[config.mk]
export PLATFORM = sky130hd
export DESIGN_NAME = roce_icrc_gen
export DESIGN_NICKNAME = d
export VERILOG_FILES = /design/src/rtl/icrc_pkg.sv /design/src/rtl/icrc_pos_track.sv /design/src/rtl/icrc_crc_core.sv /design/src/rtl/icrc_append.sv /design/src/rtl/roce_icrc_gen.sv
export SDC_FILE = /design/constraint.sdc
export NUM_CORES = 1
export LEC_CHECK = 0
export BUFFER_PORTS_ARGS = -buffer_cell sky130_fd_sc_hd__clkbuf_2
export CAP_MARGIN = 0
export CORE_MARGIN = 8
export CORE_UTILIZATION = 40
export DETAILED_ROUTE_END_ITERATION = 7
export PLACE_DENSITY = 0.61
export RECOVER_POWER = 50
export SYNTH_ARGS = -nofsm -noshare
export SYNTH_HDL_FRONTEND = slang
export SYNTH_SLANG_ARGS = --single-unit
export TNS_END_PERCENT = 50
[constraint.sdc]
create_clock -name clk -period 3.5 [get_ports clk]
set_clock_uncertainty 0.2 [all_clocks]
set_input_delay 0.525 -clock clk [delete_from_list [all_inputs] [get_ports clk]]
set_output_delay 0.525 -clock clk [all_outputs]
set_load 0.02 [all_outputs]
[src/rtl/icrc_pkg.sv]
package icrc_pkg;

    localparam int unsigned BYTE_W      = 8;
    localparam int unsigned CRC_W       = 32;
    localparam int unsigned APPEND_N    = CRC_W / BYTE_W;
    localparam logic [CRC_W-1:0] POLY_REFL = 32'hEDB8_8320;
    localparam logic [CRC_W-1:0] CRC_INIT  = '1;

    // header geometry
    localparam int unsigned ETH_HDR_LEN  = 14;
    localparam int unsigned ROUTE_FILL_N = 8;

    // positions whose contents may be rewritten in transit
    localparam int unsigned POS_TOS      = 15;
    localparam int unsigned POS_TTL      = 22;
    localparam int unsigned POS_IPSUM_H  = 24;
    localparam int unsigned POS_IPSUM_L  = 25;
    localparam int unsigned POS_UDPSUM_H = 40;
    localparam int unsigned POS_UDPSUM_L = 41;
    localparam int unsigned POS_BTH_FLAG = 46;

    // one byte through the reflected CRC, LSB first
    function automatic logic [CRC_W-1:0] crc_step_byte(
        input logic [CRC_W-1:0]  state,
        input logic [BYTE_W-1:0] data
    );
        logic [CRC_W-1:0] c;
        c = state ^ {{(CRC_W-BYTE_W){1'b0}}, data};
        for (int b = 0; b < BYTE_W; b++) begin
            c = c[0] ? ((c >> 1) ^ POLY_REFL) : (c >> 1);
        end
        return c;
    endfunction

    // CRC state after n all-ones bytes from the initial value
    function automatic logic [CRC_W-1:0] crc_after_fill(input int unsigned n);
        logic [CRC_W-1:0] c;
        c = CRC_INIT;
        for (int unsigned k = 0; k < n; k++) begin
            c = crc_step_byte(c, '1);
        end
        return c;
    endfunction

    function automatic logic is_variant_pos(input int unsigned pos);
        return (pos == POS_TOS)      || (pos == POS_TTL)      ||
               (pos == POS_IPSUM_H)  || (pos == POS_IPSUM_L)  ||
               (pos == POS_UDPSUM_H) || (pos == POS_UDPSUM_L) ||
               (pos == POS_BTH_FLAG);
    endfunction

endpackage

[src/rtl/icrc_pos_track.sv]
module icrc_pos_track
    import icrc_pkg::*;
#(
    parameter int unsigned POS_W = 12
) (
    input  logic              clk,
    input  logic              rst_n,
    input  logic [BYTE_W-1:0] in_byte,
    input  logic              in_valid,
    input  logic              in_sop,
    input  logic              in_eop,
    output logic              acc_first,
    output logic              acc_last,
    output logic              feed,
    output logic [BYTE_W-1:0] feed_byte
);

    localparam logic [POS_W-1:0] POS_MAX = '1;

    typedef struct packed {
        logic             in_pkt;
        logic [POS_W-1:0] pos;
    } trk_t;

    trk_t trk_d, trk_q;
    logic [POS_W-1:0] cur_pos;
    logic             acc;

    always_comb begin
        trk_d     = trk_q;
        cur_pos   = in_sop ? '0 : trk_q.pos;
        acc       = in_valid && (in_sop || trk_q.in_pkt);
        acc_first = acc && in_sop;
        acc_last  = acc && in_eop;
        feed      = acc && (int'(cur_pos) >= ETH_HDR_LEN);
        feed_byte = is_variant_pos(int'(cur_pos)) ? '1 : in_byte;
        if (acc) begin
            trk_d.in_pkt = !in_eop;
            trk_d.pos    = (cur_pos == POS_MAX) ? POS_MAX : cur_pos + 1'b1;
        end
    end

    always_ff @(posedge clk) begin
        if (!rst_n) begin
            trk_q <= '0;
        end else begin
            trk_q <= trk_d;
        end
    end

    AST_SOP_RESTART: assert property (@(posedge clk) disable iff (!rst_n)
        (in_valid && in_sop && !in_eop) |=> (trk_q.pos == 1 && trk_q.in_pkt));

    AST_STRAY_IGNORED: assert property (@(posedge clk) disable iff (!rst_n)
        (!trk_q.in_pkt && !in_sop) |=> $stable(trk_q.pos));

endmodule

[src/rtl/icrc_crc_core.sv]
module icrc_crc_core
    import icrc_pkg::*;
(
    input  logic              clk,
    input  logic              rst_n,
    input  logic              acc_first,
    input  logic              acc_last,
    input  logic              feed,
    input  logic [BYTE_W-1:0] feed_byte,
    output logic [CRC_W-1:0]  icrc,
    output logic              done
);

    localparam logic [CRC_W-1:0] SEED = crc_after_fill(ROUTE_FILL_N);

    typedef struct packed {
        logic [CRC_W-1:0] crc;
        logic [CRC_W-1:0] res;
        logic             done;
    } core_t;

    core_t core_d, core_q;
    logic [CRC_W-1:0] base;
    logic [CRC_W-1:0] nxt;

    always_comb begin
        core_d      = core_q;
        base        = acc_first ? SEED : core_q.crc;
        nxt         = feed ? crc_step_byte(base, feed_byte) : base;
        core_d.crc  = nxt;
        core_d.done = acc_last;
        if (acc_last) begin
            core_d.res = ~nxt;
        end
    end

    always_ff @(posedge clk) begin
        if (!rst_n) begin
            core_q <= '{crc: SEED, res: '0, done: 1'b0};
        end else begin
            core_q <= core_d;
        end
    end

    assign icrc = core_q.res;
    assign done = core_q.done;

    AST_CRC_HOLD: assert property (@(posedge clk) disable iff (!rst_n)
        (!feed && !acc_first) |=> $stable(core_q.crc));

    AST_DONE_AFTER_LAST: assert property (@(posedge clk) disable iff (!rst_n)
        $rose(core_q.done) |-> $past(acc_last));

endmodule

[src/rtl/icrc_append.sv]
module icrc_append
    import icrc_pkg::*;
(
    input  logic              clk,
    input  logic              rst_n,
    input  logic              load,
    input  logic [CRC_W-1:0]  word,
    output logic [BYTE_W-1:0] app_byte,
    output logic              app_valid
);

    localparam int unsigned CNT_W = $clog2(APPEND_N + 1);

    typedef struct packed {
        logic [CRC_W-1:0] sh;
        logic [CNT_W-1:0] left;
    } ser_t;

    ser_t ser_d, ser_q;

    always_comb begin
        ser_d = ser_q;
        if (load) begin
            ser_d.sh   = word;
            ser_d.left = CNT_W'(APPEND_N);
        end else if (ser_q.left != '0) begin
            ser_d.sh   = ser_q.sh << BYTE_W;
            ser_d.left = ser_q.left - 1'b1;
        end
    end

    always_ff @(posedge clk) begin
        if (!rst_n) begin
            ser_q <= '0;
        end else begin
            ser_q <= ser_d;
        end
    end

    assign app_valid = (ser_q.left != '0);
    assign app_byte  = ser_q.sh[CRC_W-1 -: BYTE_W];

    AST_APP_START: assert property (@(posedge clk) disable iff (!rst_n)
        $rose(app_valid) |-> $past(load));

endmodule

[src/rtl/roce_icrc_gen.sv]
module roce_icrc_gen #(
    parameter int unsigned POS_W = 12
) (
    input  logic        clk,
    input  logic        rst_n,
    input  logic [7:0]  in_byte,
    input  logic        in_valid,
    input  logic        in_sop,
    input  logic        in_eop,
    output logic [31:0] icrc,
    output logic        done,
    output logic [7:0]  app_byte,
    output logic        app_valid
);

    logic       acc_first;
    logic       acc_last;
    logic       feed;
    logic [7:0] feed_byte;

    icrc_pos_track #(.POS_W(POS_W)) i_track (
        .clk       (clk),
        .rst_n     (rst_n),
        .in_byte   (in_byte),
        .in_valid  (in_valid),
        .in_sop    (in_sop),
        .in_eop    (in_eop),
        .acc_first (acc_first),
        .acc_last  (acc_last),
        .feed      (feed),
        .feed_byte (feed_byte)
    );

    icrc_crc_core i_core (
        .clk       (clk),
        .rst_n     (rst_n),
        .acc_first (acc_first),
        .acc_last  (acc_last),
        .feed      (feed),
        .feed_byte (feed_byte),
        .icrc      (icrc),
        .done      (done)
    );

    icrc_append i_append (
        .clk       (clk),
        .rst_n     (rst_n),
        .load      (done),
        .word      (icrc),
        .app_byte  (app_byte),
        .app_valid (app_valid)
    );

    AST_ICRC_HOLD: assert property (@(posedge clk) disable iff (!rst_n)
        !done |-> $stable(icrc));

    AST_DONE_SINGLE_FRAME: assert property (@(posedge clk) disable iff (!rst_n)
        done |-> !app_valid || $past(done));

endmodule

==> results.cfg <==
[status]
outcome = finished with violations
failed_checks = capacitance limit, slew limit

[critical_path]
cp-start-kind = flip-flop
cp_cell_sequence = or4_4, or4_4, buf_4, nor4_4, buf_6, o211a_1, nor2_1, xnor3_1, and3_1, a221o_1
worst-path-max-fanout = 9
crit_type = flip-flop to flip-flop
crit_top_cell = or4_4
slowest_stage = or4_4
required_ns = 3.60
crit_arrival_ns = 3.53
cpPeakStageDelay_ns = 0.54
cp-end-kind = flip-flop

[die]
die_w_um = 141
dieArea_um2 = 20000
core.rowCount = 46
die_y_um = 141
start_util = 0.403
num_io_pins = 55
core_um2 = 15600

[sta]
final.period_utilization = 0.981
slew_viol_final = 28
holdWs_ns = 0.278
max_slew_margin = -0.132
finalSetupViolations = 0
max_clock_freq_ghz = 0.291
worst_pin_slew_ns = 1.70
period_needed_ns = 3.43
finalHoldViolations = 0
fin_ws_ns = 0.0680
rsz0062_at_grt = yes

[placement]
gp_congestion = 0.852
post-place-ws_ns = -0.0384
numPortBuffers = 54
post-dp-hpwl_mm = 12.1

[clock_tree]
numClockSinks = 113
cts.path.max_buffers = 2
cts.clk_slew.worst_paths_ns = 0.06
h-tree-depth = 4
clock_latency_ns = 0.42
cts_tree = built
cts_root_buffer = clkbuf_16
cts_buffers = 17

[global_routing]
grt_pass1_wl_mm = 28.2
antenna_found_initial = 0
grt_pass1_vias = 5360
grt_max_degree = 57
gr-total-overflow = 0
grt_usage = 0.177

[power_and_ir_drop]
switchingPower_uw = 1110
powerDensity_nw_per_um2 = 520
power_frac_clock = 0.460
seqPwrFrac = 0.348
p_int_uw = 2740
combPwrFrac = 0.191
sw_frac_of_total = 0.289
p_leak_uw = 0.00302
ir_drop_v = 0.000346

[routing]
wire_per_inst_um = 17.0
initialDrtViolationCount = 565
antenna_left = 0
num_vias = 5444
viasPerCell = 5.42
drc_errors = 0
dr.pass1.iters = 5
wirelength_mm = 17.1

[finish]
layout_common_cells = nor2_1, dfxtp_1, a21oi_1, nand2_1, clkbuf_1
final_common_cell = nor2_1
drive_above_1_share = 0.161
area_growth_pct = 17.6
fill_cells = 1490
diodes = 0
layout.core_utilization = 0.474
num-nets-final = 791

[logic_synthesis]
async_reset_ff_frac = 0
syn_nets = 765
synthesis.instances = 750
synth-seq-area-share = 0.360
synth-seq-cells = 113
yosysWarnings = 0
synth_cell_types = 61
synth-edff-count = 0
synth_area_um2 = 6290
syn_avg_cell_area_um2 = 8.38
yosys_most_used_dff = dfxtp_1

[hold_path]
hp-class = input port to flip-flop

[flow_run]
maxCapViolCount = 1
## what timing repair did
action                                  in CTS  in global routing
pin swaps                                    5                 14
endpoints found under the setup margin       1                 25
buffers inserted                             1                  2
hold endpoints to repair                     0                  0
hold buffers                                 0                  0
gates resized for setup                      6                 11
## power by group through the flow
stage | Sequential [uW] | Clock (uW) | Combinational, uW
6_report | 1340 | 1770 | 737
5_1_grt | 1340 | 1850 | 798
4_1_cts | 1340 | 1790 | 728
3_5_place_dp | 1370 | 0 | 723
3_3_place_gp | 1370 | 0 | 712
2_1_floorplan | 1360 | 0 | 554
## synth_stat cells, types with 14 or more instances
library cell  instances  area [um2]
a21oi_1              57         285
a22o_1               14         123
buf_4                40         300
clkbuf_1             47         176
dfxtp_1             113        2260
mux2i_1              27         270
nand2_1              56         210
nor2_1              122         458
nor3_1               24         120
o21ai_0              24         120
o21ai_1              14        70.1
xnor2_1              27         236
xor2_1               19         166
## through the flow
| step | TNS (ns) | instances | total power (uW) | area (um2) |
|---|---|---|---|---|
| 6_report | 0 | 1005 | 3850 | 7400 |
| 3_3_place_gp | 0 | 970 | 2080 | 6760 |
| 4_1_cts | -0.0502 | 1003 | 3860 | 7380 |
| 3_5_place_dp | -0.0384 | 970 | 2090 | 6760 |
| 5_1_grt | -0.105 | 1005 | 3990 | 7400 |
| 2_1_floorplan | 0 | 750 | 1910 | 6330 |
## worst max-delay path: cells and delay by family, from the launching register on
family | cells | cell delay (ns)
flops | 1 | 0.31
xor+xnor | 1 | 0.41
buf+inv | 2 | 0.37
compound gates | 2 | 0.47
simple gates | 5 | 1.55
## path summary, 6_finish.rpt
check | startpoint | endpoint | slack, ns | cells after the start
worst max-delay path | i_track.trk_q[11] | i_core.icrc[21] | 0.07 | 10
worst max register to register | i_track.trk_q[11] | i_core.icrc[21] | 0.07 | 10
worst min-delay path | in_sop | i_track.trk_q[8] | 0.28 | 4
worst min register to register | i_core.icrc[8] | i_core.icrc[8] | 0.28 | 2
## flip-flops by register name, indices dropped and copies added (netlist names)
signal             cells
i_core.core_q         32
i_core.icrc           32
i_append.ser_q        27
i_track.trk_q         13
i_append.app_byte      8
i_core.done            1
## layer usage
layer	global-route usage	vias up	part of all wire
met5	0	-	0
met4	0.0712	0	0.021
met3	0.0400	30	0.051
met2	0.291	163	0.49
met1	0.219	2615	0.44
li1	-	2636	-
## cells by family (layout without fill, tap and decap cells)
kind of cell    count (synthesis)  after routing  synth area share
mux                            28             28            0.0448
simple gates                  257            257             0.183
fa+ha+maj                       2              2           0.00398
flops                         113            113             0.360
xor+xnor                       62             62             0.117
compound gates                182            182             0.203
buf+inv                       106            145            0.0889
## cell type report
type	count	area (um2)	share of cell area
clock buffer	19	453	0.0612
clock inverter	13	150	0.0203
inverter	13	48.8	0.00660
multi-input combinational	531	3600	0.486
sequential	113	2260	0.306
tap	216	270	0.0365
timing repair buffer	100	616	0.0832
Note: power is estimated with default switching activity, not from simulation.
